$ cat config.mk
export PLATFORM = sky130hd
export DESIGN_NAME = sc_edge_rx
export DESIGN_NICKNAME = d
export VERILOG_FILES = /design/src/rtl/sc_rx_pkg.sv /design/src/rtl/sc_rx_sync.sv /design/src/rtl/sc_rx_timer.sv /design/src/rtl/sc_rx_edgecnt.sv /design/src/rtl/sc_edge_rx.sv
export SDC_FILE = /design/constraint.sdc
export NUM_CORES = 1
export LEC_CHECK = 0
export CORE_UTILIZATION = 50
export CTS_CLUSTER_SIZE = 12
export DETAILED_ROUTE_END_ITERATION = 6
export DONT_BUFFER_PORTS = 1
export PLACE_DENSITY = 0.74
export SYNTH_ARGS = -nofsm -noshare
export SYNTH_HDL_FRONTEND = slang
export SYNTH_SLANG_ARGS = --single-unit
export TNS_END_PERCENT = 20
$ cat constraint.sdc
create_clock -name clk -period 4 [get_ports clk]
set_input_delay 0.2 -clock clk [delete_from_list [all_inputs] [get_ports clk]]
set_output_delay 0.2 -clock clk [all_outputs]
set_load 0.1 [all_outputs]
$ cat src/rtl/sc_rx_pkg.sv
package sc_rx_pkg;
    typedef enum logic [1:0] {
        ST_IDLE = 2'd0,
        ST_GAP  = 2'd1,
        ST_WIN  = 2'd2
    } rx_state_e;
endpackage

$ cat src/rtl/sc_rx_sync.sv
// Multi-flop synchroniser with a change detector on the settled level.
module sc_rx_sync #(
    parameter int STAGES = 2
) (
    input  logic clk,
    input  logic rst_n,
    input  logic din,
    output logic chg_o
);
    logic [STAGES-1:0] sh_q;
    logic              prev_q;

    always_ff @(posedge clk or negedge rst_n) begin
        if (!rst_n) begin
            sh_q   <= '0;
            prev_q <= 1'b0;
        end else begin
            sh_q   <= {sh_q[STAGES-2:0], din};
            prev_q <= sh_q[STAGES-1];
        end
    end

    assign chg_o = sh_q[STAGES-1] ^ prev_q;
endmodule

$ cat src/rtl/sc_rx_timer.sv
// Tick counter that reports the tick completing a phase of limit_i ticks.
module sc_rx_timer #(
    parameter int W = 9
) (
    input  logic         clk,
    input  logic         rst_n,
    input  logic         clr_i,
    input  logic         tick_i,
    input  logic [W-1:0] limit_i,
    output logic         hit_o
);
    logic [W-1:0] cnt_q;

    assign hit_o = tick_i && (cnt_q == limit_i - W'(1));

    always_ff @(posedge clk or negedge rst_n) begin
        if (!rst_n)
            cnt_q <= '0;
        else if (clr_i || hit_o)
            cnt_q <= '0;
        else if (tick_i)
            cnt_q <= cnt_q + W'(1);
    end
endmodule

$ cat src/rtl/sc_rx_edgecnt.sv
// Saturating per-window edge counter; total_o includes this cycle's edge.
module sc_rx_edgecnt #(
    parameter int W = 6
) (
    input  logic         clk,
    input  logic         rst_n,
    input  logic         clr_i,
    input  logic         inc_i,
    output logic [W-1:0] cnt_o,
    output logic [W-1:0] total_o
);
    localparam logic [W-1:0] TOP = {W{1'b1}};

    logic [W-1:0] cnt_q;

    assign total_o = (inc_i && (cnt_q != TOP)) ? cnt_q + W'(1) : cnt_q;
    assign cnt_o   = cnt_q;

    always_ff @(posedge clk or negedge rst_n) begin
        if (!rst_n)
            cnt_q <= '0;
        else if (clr_i)
            cnt_q <= '0;
        else
            cnt_q <= total_o;
    end
endmodule

$ cat src/rtl/sc_edge_rx.sv
module sc_edge_rx
    import sc_rx_pkg::*;
#(
    parameter int GAP_TICKS   = 490,
    parameter int WIN_TICKS   = 150,
    parameter int BAND_LO     = 20,
    parameter int BAND_HI     = 60,
    parameter int MAX_BITS    = 16,
    parameter int REQ_W       = 5,
    parameter int EDGE_W      = 6,
    parameter int SYNC_STAGES = 2,
    localparam int CNT_W      = $clog2(MAX_BITS + 1)
) (
    input  logic                clk,
    input  logic                rst_n,
    input  logic                rx_level,
    input  logic                tick,
    input  logic                start,
    input  logic [REQ_W-1:0]    req_bits,
    output logic [MAX_BITS-1:0] data_out,
    output logic [CNT_W-1:0]    bits_out,
    output logic                done
);
    localparam int TMR_MAX = (GAP_TICKS > WIN_TICKS) ? GAP_TICKS : WIN_TICKS;
    localparam int TMR_W   = $clog2(TMR_MAX + 1);
    localparam int IDX_W   = (MAX_BITS > 1) ? $clog2(MAX_BITS) : 1;

    rx_state_e          state_q, state_d;
    logic [IDX_W-1:0]   bit_idx_q;
    logic [CNT_W-1:0]   nbits_q;
    logic [CNT_W-1:0]   req_eff;
    logic [TMR_W-1:0]   limit;
    logic               tmr_clr, phase_hit;
    logic               edge_pulse;
    logic               einc, eclr;
    logic [EDGE_W-1:0]  ecnt, etotal;
    logic               win_close, last_win, bit_val;
    logic [MAX_BITS-1:0] data_q;
    logic [CNT_W-1:0]   bits_q;
    logic               done_q;

    // Requested count limited to the widest response.
    always_comb begin
        if (int'(req_bits) > MAX_BITS)
            req_eff = CNT_W'(MAX_BITS);
        else
            req_eff = CNT_W'(req_bits);
    end

    sc_rx_sync #(.STAGES(SYNC_STAGES)) sync_i (
        .clk   (clk),
        .rst_n (rst_n),
        .din   (rx_level),
        .chg_o (edge_pulse)
    );

    assign limit   = (state_q == ST_GAP) ? TMR_W'(GAP_TICKS) : TMR_W'(WIN_TICKS);
    assign tmr_clr = start || (state_q == ST_IDLE);

    sc_rx_timer #(.W(TMR_W)) timer_i (
        .clk     (clk),
        .rst_n   (rst_n),
        .clr_i   (tmr_clr),
        .tick_i  (tick),
        .limit_i (limit),
        .hit_o   (phase_hit)
    );

    assign win_close = (state_q == ST_WIN) && phase_hit && !start;
    assign einc      = edge_pulse && (state_q == ST_WIN);
    assign eclr      = start || (state_q != ST_WIN) || phase_hit;

    sc_rx_edgecnt #(.W(EDGE_W)) ecnt_i (
        .clk     (clk),
        .rst_n   (rst_n),
        .clr_i   (eclr),
        .inc_i   (einc),
        .cnt_o   (ecnt),
        .total_o (etotal)
    );

    assign bit_val  = (int'(etotal) > BAND_LO) && (int'(etotal) < BAND_HI);
    assign last_win = (CNT_W'(bit_idx_q) + CNT_W'(1)) == nbits_q;

    // Next-state logic.
    always_comb begin
        state_d = state_q;
        if (start) begin
            state_d = (req_eff == '0) ? ST_IDLE : ST_GAP;
        end else begin
            unique case (state_q)
                ST_IDLE: state_d = ST_IDLE;
                ST_GAP:  if (phase_hit) state_d = ST_WIN;
                ST_WIN:  if (phase_hit && last_win) state_d = ST_IDLE;
                default: state_d = ST_IDLE;
            endcase
        end
    end

    // State register and bit bookkeeping.
    always_ff @(posedge clk or negedge rst_n) begin
        if (!rst_n) begin
            state_q   <= ST_IDLE;
            bit_idx_q <= '0;
            nbits_q   <= '0;
        end else begin
            state_q <= state_d;
            if (start) begin
                bit_idx_q <= '0;
                nbits_q   <= req_eff;
            end else if (win_close) begin
                bit_idx_q <= bit_idx_q + IDX_W'(1);
            end
        end
    end

    // Output registers.
    always_ff @(posedge clk or negedge rst_n) begin
        if (!rst_n) begin
            data_q <= '0;
            bits_q <= '0;
            done_q <= 1'b0;
        end else begin
            done_q <= 1'b0;
            if (start) begin
                data_q <= '0;
                bits_q <= '0;
                done_q <= (req_eff == '0);
            end else if (win_close) begin
                data_q[bit_idx_q] <= bit_val;
                if (last_win) begin
                    bits_q <= nbits_q;
                    done_q <= 1'b1;
                end
            end
        end
    end

    assign data_out = data_q;
    assign bits_out = bits_q;
    assign done     = done_q;
endmodule

==> impl_metrics.py <==
metrics = {
    "run_status": {
        "status": "completed",
    },
    "timing": {
        "setup_tns_ps": 0,
        "worst_pin_slew_ps": 933,
        "max_freq_mhz": 370,
        "slew_headroom": 0.378,
        "maxSlewViolCount": 0,
        "min_period_ps": 2700,
        "rsz0062_at_grt": "false",
        "holdWs_ps": 29.1,
        "skew_ps": 9.71,
        "post-route-period-util": 0.675,
        "setup_viol": 0,
        "finalHoldViolCount": 0,
    },
    "worst_setup_path": {
        "path_cells": "ha_1 -> and3_1 -> a2111oi_0 -> o22ai_1 -> nor3b_2 -> a211oi_2 -> mux2_1",
        "cpMaxStageDelayCell": "a211oi_2",
        "cp-end-kind": "flop",
        "slowest_delay_ps": 690,
        "critPathArrivalTime_ps": 2940,
        "crit_required_ps": 4240,
        "crit_fanout": 16,
        "r2r_slack_ps": 1300,
        "crit_type": "flop to flop",
        "cp-start-kind": "flop",
    },
    "layout": {
        "stdcell_count": 336,
        "seq_area_sq_mm": 0.00128,
        "multiInputGateArea_sq_mm": 0.00136,
        "drive_gt1_frac": 0.0789,
        "areaGrowthSynthToFinish_pct": 7.49,
        "fin_nets": 282,
        "nFillCells": 442,
        "diodes": 0,
    },
    "clock_network": {
        "cts.reportedPaths.clkPinSlew_ps": 90,
        "cts_buffers": 5,
        "clkLatencyLatePin_ps": 310,
        "cts_root_buf": "clkbuf_8",
        "clockBufferDepth": 2,
        "postCtsSetupBuffers": 0,
        "htree_levels": 2,
        "cts.sinks": 51,
        "cts_tree": "done",
        "cts-resized-gates": 0,
        "cts_hold_buf": 6,
    },
    "placement": {
        "post-dp-hpwl_mm": 3.44,
        "dpl.cell_count": 322,
        "place.gp.congestion": 0.796,
        "io_buffers": 0,
    },
    "logic_synthesis": {
        "synthFlopType": "dfrtp_1",
        "synth-edff-count": 0,
        "synth.yosys.seq_area_share": 0.469,
        "ys_warn_count": 0,
        "ys_async_sr_fraction": 1.00,
        "syn_area_per_cell_sq_um": 10.4,
        "synth_area_leaders": "dfrtp_1 (47%), mux2_1 (6.6%), nor2b_1 (4.4%), nand3_1 (3.5%), ha_1 (3.2%)",
        "synth-seq-cells": 51,
        "syn_area_sq_mm": 0.00272,
        "yosysTopAreaCellShare": 0.469,
        "yosysTopAreaCell": "dfrtp_1",
        "syn_nets": 278,
        "syn_inst": 261,
        "synth_cell_types": 48,
    },
    "route": {
        "vias": 1893,
        "route.detailed.drc": 0,
        "wl_met2_mm": 2.25,
        "drtPass1Iterations": 4,
        "wl_met1_mm": 2.50,
        "routed.top_layer": "met4",
        "wl_per_cell_um": 15.0,
        "met3_length_um": 219,
        "drt-initial-drc-count": 94,
        "via_per_inst": 5.63,
        "routed_wl_mm": 5.03,
        "ant_nets": 0,
    },
    "grt": {
        "grt_pass1_wl_mm": 8.41,
        "grt_max_degree": 52,
        "grt_pass1_vias": 1761,
        "grtUsageTotal": 0.197,
        "antenna_found_initial": 0,
        "overflow": 0,
    },
    "min_path": {
        "hold_path_class": "input pin to flop",
    },
    "die": {
        "die_h_um": 75.8,
        "io_pins": 32,
        "core_area_sq_mm": 0.00517,
        "die_w_um": 75.8,
        "die_area_sq_mm": 0.00574,
        "initial_core_util": 0.526,
        "fp-row-count": 26,
    },
    "power_and_ir_drop": {
        "ir_drop_v": 0.000236,
        "powerDensity_mw_per_mm2": 299,
        "report.power.total_uw": 874,
        "p_leak_uw": 0.00130,
    },
    "run": {
        "cap_viol_max_count": 0,
    },
}
[power breakdown]
| group | switching, uW | internal (uW) | total (uW) |
|---|---|---|---|
| combinational | 26.5 | 19.6 | 46.1 |
| clock | 171 | 120 | 291 |
| sequential | 13.6 | 524 | 537 |
| total | 211 | 663 | 874 |
[per-stage QoR]
step / util / cell area (sq um) / worst slack [ps]
floorplan: - / 2720 / 1750
global placement: 0.534 / 2760 / 1300
detailed placement: 0.534 / 2760 / 1280
CTS: 0.566 / 2930 / 1240
global route: 0.566 / 2930 / 1010
finish: 0.566 / 2930 / 1300
[cell type report]
cell class                      count  area share
Multi-Input combinational cell    191       0.466
Sequential cell                    51       0.436
Tap cell                           70      0.0299
Timing Repair Buffer                6      0.0265
Clock buffer                        5      0.0235
Inverter                           10      0.0128
Clock inverter                      3     0.00513
[worst max-delay path: cells and delay by family, from the launching register on]
family	cells	cell delay, ps
muxes	1	240
DFF	1	430
and+or+nand+nor	2	410
adders and majority gates	1	280
AOI/OAI and AO/OA	3	1280
[metal layers]
| layer | vias to the layer above | track usage |
|---|---|---|
| met5 | - | 0 |
| met4 | 0 | 0.0617 |
| met3 | 5 | 0.0503 |
| met2 | 35 | 0.298 |
| met1 | 925 | 0.279 |
| li1 | 928 | - |
[final timing paths]
check / cells past startpoint / to / startpoint
hold / removal: 2 / nbits_q[3] / req_bits[3]
setup / recovery: 7 / data_out[7] / ecnt_i.cnt_o[0]
setup reg to reg: 7 / data_out[7] / ecnt_i.cnt_o[0]
min in group asynchronous: 2 / ecnt_i.cnt_o[2] / rst_n
hold reg to reg: 0 / sync_i.sh_q[1] / sync_i.sh_q[0]
max in group asynchronous: 2 / data_out[8] / rst_n
[logic make-up (layout without fill, tap and decap cells)]
logic type / Yosys count / count (layout) / share of synthesized area
xor+xnor: 15 / 15 / 0.0483
fa+ha+maj: 7 / 7 / 0.0322
buf+inv: 19 / 24 / 0.0303
mux: 23 / 23 / 0.0929
compound gates: 36 / 36 / 0.0966
flops: 51 / 51 / 0.469
simple gates: 110 / 110 / 0.231
[Yosys cell counts, types with 2 or more instances]
cell and n:
dfrtp_1 51, o22ai_1 5, xor2_1 8, inv_1 10
mux2_1 16, o31ai_1 3, o21ai_0 4, nor2b_1 19
a22o_1 5, nand2b_1 7, and3_1 5, ha_1 7
nand2_1 16, xnor2_1 7, nor3_1 3, nand4_1 3
a31o_2 2, nand3_1 19, mux2i_1 5, mux2_2 2
a211oi_1 3, clkbuf_1 7, nand4b_1 2, a21oi_1 4
nor2_1 22, a31oi_1 3, and4b_1 2
[registers in the layout, summed over array words and instances, names as in the netlist]
signal and count:
sync_i.sh_q 2, sync_i.prev_q 1, data_out 16, bits_out 5
state_q 2, bit_idx_q 4, done 1, timer_i.cnt_q 9
nbits_q 5, ecnt_i.cnt_o 6
[cell usage in the layout, fill, tap and decap left out, types with 3 or more instances in the layout]
master,count
nand2_1,16
mux2_1,16
o21ai_0,4
nand2b_1,7
xnor2_1,7
nor2b_1,19
a211oi_1,3
and3_1,5
mux2i_1,5
dfrtp_1,51
nand4_1,3
nor3_1,3
inv_1,10
o22ai_1,5
clkbuf_8,5
a22o_1,5
clkinv_2,3
a21oi_1,4
a31oi_1,3
dlygate4sd3_1,5
o31ai_1,3
xor2_1,8
nor2_1,22
ha_1,7
nand3_1,19
Note: power is estimated with default switching activity, not from simulation.
